## src/rtl/wram_port_pkg.sv

```systemverilog
// Shared definitions for the work-RAM access port.
// Assumes a 2-bit register index: one data register and up to three
// pointer lanes.
package wram_port_pkg;
    localparam int REG_W = 2;

    typedef enum logic [REG_W-1:0] {
        SEL_DATA = 2'd0,
        SEL_PLO  = 2'd1,
        SEL_PMID = 2'd2,
        SEL_PHI  = 2'd3
    } reg_sel_e;
endpackage

```

## src/rtl/wram_ptr.sv

```systemverilog
// Pointer register of the access port.
// Loads any byte lane from the processor data, and post-increments
// modulo 2^PTR_W.
// Assumes lane k covers bits [DW*k +: DW]. The top lane may be narrower
// than DW, in which case only its low data bits are taken.
module wram_ptr #(
    parameter int PTR_W  = 17,
    parameter int DW     = 8,
    parameter int NLANES = (PTR_W + DW - 1) / DW
) (
    input  logic              clk,
    input  logic              rst_n,
    input  logic [NLANES-1:0] lane_ld,
    input  logic [DW-1:0]     ld_data,
    input  logic              step,
    output logic [PTR_W-1:0]  ptr
);
    logic [PTR_W-1:0] nxt;

    // Next pointer: increment first, then let any lane load override its bits.
    always_comb begin
        nxt = step ? ptr + PTR_W'(1) : ptr;
        for (int b = 0; b < PTR_W; b++) begin
            if (lane_ld[b / DW]) nxt[b] = ld_data[b % DW];
        end
    end

    // Pointer state with synchronous reset to zero.
    always_ff @(posedge clk) begin
        if (!rst_n) ptr <= '0;
        else        ptr <= nxt;
    end
endmodule

```

## src/rtl/wram_acc_track.sv

```systemverilog
// Access tracker of the access port.
// Turns a possibly multi-cycle data strobe into a single step pulse. The
// pulse is raised in the first cycle after the strobe drops.
// Assumes accesses are separated by at least one idle cycle.
module wram_acc_track (
    input  logic clk,
    input  logic rst_n,
    input  logic acc,
    output logic step
);
    logic acc_q;

    // Remember whether a data access was active in the previous cycle.
    always_ff @(posedge clk) begin
        if (!rst_n) acc_q <= 1'b0;
        else        acc_q <= acc;
    end

    // Step once, when the access has just ended.
    always_comb step = acc_q && !acc;
endmodule

```

## src/rtl/wram_bus_mux.sv

```systemverilog
// Read-data path of the access port.
// Holds the open-bus byte and selects between RAM data and that byte.
// Assumes processor writes take priority over data reads when the byte
// is captured.
module wram_bus_mux #(
    parameter int DW = 8
) (
    input  logic          clk,
    input  logic          rst_n,
    input  logic          cap_wr,
    input  logic [DW-1:0] wdata,
    input  logic          cap_rd,
    input  logic [DW-1:0] ram_rdata,
    input  logic          show_ram,
    output logic [DW-1:0] rdata
);
    logic [DW-1:0] bus_q;

    // Capture the last byte carried on the processor data path.
    always_ff @(posedge clk) begin
        if (!rst_n)      bus_q <= '0;
        else if (cap_wr) bus_q <= wdata;
        else if (cap_rd) bus_q <= ram_rdata;
    end

    // The data register shows RAM data; the pointer registers show the held byte.
    always_comb rdata = show_ram ? ram_rdata : bus_q;
endmodule

```

## src/rtl/wram_port.sv

```systemverilog
// Auto-incrementing work-RAM access port (top).
// Decodes the four processor registers, forwards data-register cycles to
// the RAM at BASE | pointer, and steps the pointer after each access.
// Assumes PTR_W is between 9 and 24, so that the lanes fit the 2-bit
// register index.
module wram_port
    import wram_port_pkg::*;
#(
    parameter int                PTR_W  = 17,
    parameter int                ADDR_W = 24,
    parameter int                DW     = 8,
    parameter logic [ADDR_W-1:0] BASE   = 24'h7E0000
) (
    input  logic              clk,
    input  logic              rst_n,
    input  logic              cpu_sel,
    input  logic [REG_W-1:0]  cpu_reg,
    input  logic              cpu_rd,
    input  logic              cpu_wr,
    input  logic [DW-1:0]     cpu_wdata,
    output logic [DW-1:0]     cpu_rdata,
    output logic [ADDR_W-1:0] ram_addr,
    output logic [DW-1:0]     ram_wdata,
    input  logic [DW-1:0]     ram_rdata,
    output logic              ram_rd,
    output logic              ram_wr
);
    localparam int NLANES = (PTR_W + DW - 1) / DW;

    logic              hit_data, data_wr, data_rd, acc, step;
    logic [NLANES-1:0] lane_ld;
    logic [PTR_W-1:0]  ptr;

    // Decode data-register cycles; a write wins over a simultaneous read.
    always_comb begin
        hit_data = cpu_sel && (reg_sel_e'(cpu_reg) == SEL_DATA);
        data_wr  = hit_data && cpu_wr;
        data_rd  = hit_data && cpu_rd && !cpu_wr;
        acc      = data_wr || data_rd;
    end

    // One load enable per pointer lane; lane k sits at register index k+1.
    for (genvar k = 0; k < NLANES; k++) begin : g_lane
        assign lane_ld[k] = cpu_sel && cpu_wr && (cpu_reg == REG_W'(k + 1));
    end

    wram_acc_track u_trk (
        .clk   (clk),
        .rst_n (rst_n),
        .acc   (acc),
        .step  (step)
    );

    wram_ptr #(.PTR_W(PTR_W), .DW(DW), .NLANES(NLANES)) u_ptr (
        .clk     (clk),
        .rst_n   (rst_n),
        .lane_ld (lane_ld),
        .ld_data (cpu_wdata),
        .step    (step),
        .ptr     (ptr)
    );

    wram_bus_mux #(.DW(DW)) u_mux (
        .clk       (clk),
        .rst_n     (rst_n),
        .cap_wr    (cpu_sel && cpu_wr),
        .wdata     (cpu_wdata),
        .cap_rd    (data_rd),
        .ram_rdata (ram_rdata),
        .show_ram  (hit_data),
        .rdata     (cpu_rdata)
    );

    // Drive the RAM side straight from the decode and the pointer.
    always_comb begin
        ram_addr  = BASE | ADDR_W'(ptr);
        ram_wdata = cpu_wdata;
        ram_rd    = data_rd;
        ram_wr    = data_wr;
    end
endmodule

```

## config.mk

```make
export PLATFORM = sky130hd
export DESIGN_NAME = wram_port
export DESIGN_NICKNAME = d
export VERILOG_FILES = /design/src/rtl/wram_port_pkg.sv /design/src/rtl/wram_ptr.sv /design/src/rtl/wram_acc_track.sv /design/src/rtl/wram_bus_mux.sv /design/src/rtl/wram_port.sv
export SDC_FILE = /design/constraint.sdc
export NUM_CORES = 1
export LEC_CHECK = 0
export ABC_CLOCK_PERIOD_IN_PS = 5550
export BUFFER_PORTS_ARGS = -buffer_cell sky130_fd_sc_hd__clkbuf_2
export CORE_AREA = 2 2 75 84
export CTS_CLUSTER_DIAMETER = 30
export CTS_CLUSTER_SIZE = 12
export DETAILED_ROUTE_END_ITERATION = 8
export DIE_AREA = 0 0 77 86
export PLACE_DENSITY = 0.54
export REMOVE_ABC_BUFFERS = 1
export SLEW_MARGIN = 20
export SYNTH_ARGS = -nofsm -noshare
export SYNTH_HDL_FRONTEND = slang
export SYNTH_SLANG_ARGS = --single-unit
```

## constraint.sdc

```tcl
create_clock -name clk -period 5.55 [get_ports clk]
set_input_delay 1.11 -clock clk [delete_from_list [all_inputs] [get_ports clk]]
set_output_delay 1.11 -clock clk [all_outputs]
set_load 0.02 [all_outputs]
```

==> results.md <==
- Status: complete, no violations
- Ports: 65
- Commonest non-fill, non-tap cell in the layout: clkbuf_2
- DR iter-0 viols: 87
- Initial antenna violation count: 0
- First-pass GRT wire length: 7380 microns
- Core Area: 5730 sq um
- Syn Inst Count: 228
- Die X: 77 microns
- CP max-delay cell: or3b_1
- DR vias: 1,632
- Worst Path Max Fanout: 15
- Dominant synthesized flop cell: dfxtp_1
- TritonCTS clock tree: built
- CTS Buf Count: 3
- Most frequent cells in the layout: clkbuf_2 (57), nand2_1 (49), nand3_1 (27), dfxtp_1 (26), o21ai_0 (19)
- Slew Limit Fails: 0
- Seq/Total Area, Yosys: 30.9%
- Root Buffer: clkbuf_8
- CP required: 4.44 ns
- Starting Density: 29.4%
- Max Cap Viol: 0
- Met3 Usage GRT: 3.26%
- HPWL after detailed placement: 3350 microns
- Top Usage Layer GRT: met2
- Hold buffer count at CTS: 0
- Crit end category: output port
- Met1 Use GR: 18.8%
- Worst EP arrival: 2.50 ns
- Most common cell on crit path: clkbuf_2
- Share of cells above drive strength 1: 24.2%
- CTS resizes: 0
- CTS Buffer Depth: 2
- CP Class: input port to output port
- Met2 GRT Util: 22.9%
- Hold Fails Final Rpt: 0
- Synth unique cells: 38
- Total Routing Usage GR: 13.9%
- Largest net degree at the start of global routing: 30
- Clock Latency Late Sink: 0.27 ns
- Layout overhead on the synthesized area: 15.2%
- Rows: 29
- Final nets: 289
- Fill count: 656
- WL per Instance: 13.3 microns
- Max incr delay on CP: 0.59 ns
- Via density: 4.79
- Worst-path clk slew: 0.09 ns
- First-pass DRT Iterations: 4
- Congestion Overflow GR: 0
- NetSw: 126 uW
- PwrDens: 212 nW/um^2
- Tightest Hold Check Type: register to register
- Lkg Pwr: 0.920 nW
- Die Ht: 86 microns
- Worst Skew: 0.00530 ns
- Critical-path cell list: clkbuf_2 > or3b_1 > nor3b_1 > clkbuf_2
- Vias in the first global route: 1,451
- R2r setup slk: 3.77 ns
- Post-Syn Area: 1690 sq um
- Slew margin rel.: 55.8%
- Die Area: 6620 sq um
- Post-route antenna net violation count: 0
- Dpl ws: 1.59 ns
- Clock Sinks: 26
- Switching share of power: 30.5%
- Tmin final: 3.61 ns
- # diodes: 0
- Yosys warning count: 0
- FFs w/ async S/R, synth: 0%
- H-tree depth: 1
- Pint: 287 uW
- Combinational power share: 20.4%
- Final setup vio count: 0
- Max Clock Freq: 0.277 GHz
- RSZ-0062 raised after global routing: false
- Part of the power in the clock network: 30.6%
- Post-Syn Area per Cell: 7.40 sq um
- Seq cells post-synth: 26
- Sequential share of power: 49.0%
- TNS Setup: 0 ns
- DRC errors left: 0
- PortBufs: 57
- Gpl congestion: 0.756
- Worst slew pin tran: 0.661 ns
- Setup crit start kind: input port
- Worst VDD drop: 0.116 mV
- Post-synth EDFFs: 0
- Final WS setup: 1.94 ns
- WL final: 4540 microns
- Period utilization: 65.1%
- Post-CTS Repair Setup Buffers: 0
## registers in the layout, summed over array words and instances (netlist names)
register	count
u_ptr.ptr	17
u_mux.bus_q	8
u_trk.acc_q	1
## worst max-delay path: cells and delay by family
family / cells / cell delay [ns]
AND/OR/NAND/NOR: 2 / 0.91
buffers and inverters: 2 / 0.47
## cells by family after synthesis
logic type	share of synthesized area (%)
simple gates	28.7
compound gates	18.5
buf+inv	13.4
flops	30.9
xor+xnor	6.75
other cells	0.445
fa+ha+maj	0.742
mux	0.593
## power groups by stage
stage	registers, mW	clock network [mW]	logic [mW]
3_3_place_gp	0.206	0	0.0841
6_report	0.202	0.126	0.0844
4_1_cts	0.202	0.133	0.0851
2_1_floorplan	0.210	0	0.0398
5_1_grt	0.203	0.140	0.0936
3_5_place_dp	0.207	0	0.0848
## cells in the mapped netlist, types with 2 or more instances
cell type / number / area, sq um
nand4_1: 8 / 50.1
and2_1: 2 / 12.5
a21oi_1: 13 / 65.1
clkbuf_1: 8 / 30.0
nor3b_1: 2 / 15.0
conb_1: 2 / 7.51
o21ai_0: 19 / 95.1
nand2_1: 49 / 184
nand3_1: 27 / 135
buf_4: 17 / 128
inv_1: 4 / 15.0
xor2_1: 12 / 105
o211a_1: 8 / 80.1
and3_1: 2 / 12.5
nor2_1: 4 / 15.0
dfxtp_1: 26 / 521
buf_6: 4 / 45.0
## final timing paths
| check | start | end | cells past startpoint |
|---|---|---|---|
| worst max register to register | u_ptr.ptr[0] | u_ptr.ptr[16] | 6 |
| worst min-delay path | u_mux.bus_q[2] | u_mux.bus_q[2] | 1 |
| worst max-delay path | cpu_sel | ram_rd | 4 |
| worst min register to register | u_mux.bus_q[2] | u_mux.bus_q[2] | 1 |
## metrics by stage
step	area [sq um]	utilization (%)	total power [mW]	instances	hold WS, ns
after global routing	1940	33.9	0.437	341	0.522
final	1940	33.9	0.413	341	0.507
after global placement	1880	32.8	0.291	337	0.483
after CTS	1940	33.8	0.420	341	0.509
after floorplan	1490	-	0.250	202	0.472
after detailed placement	1880	32.8	0.291	337	0.485
## routing by layer
metal	share of wire [%]	routed length, microns	up-vias
met1	48	2200	737
met2	46	2070	46
met4	0.64	29	0
met3	5.3	242	4
li1	-	-	845
met5	0	0	-
## layout make-up
class                           count  area (sq um)  share of cell area, %
Tap cell                           77          96.3                   4.96
Timing Repair Buffer               58           293                   15.1
Multi-Input combinational cell    172           963                   49.6
Clock buffer                        4          55.1                   2.83
Inverter                            4          15.0                  0.773
Sequential cell                    26           520                   26.8
Power figures use the tool's default switching activity.
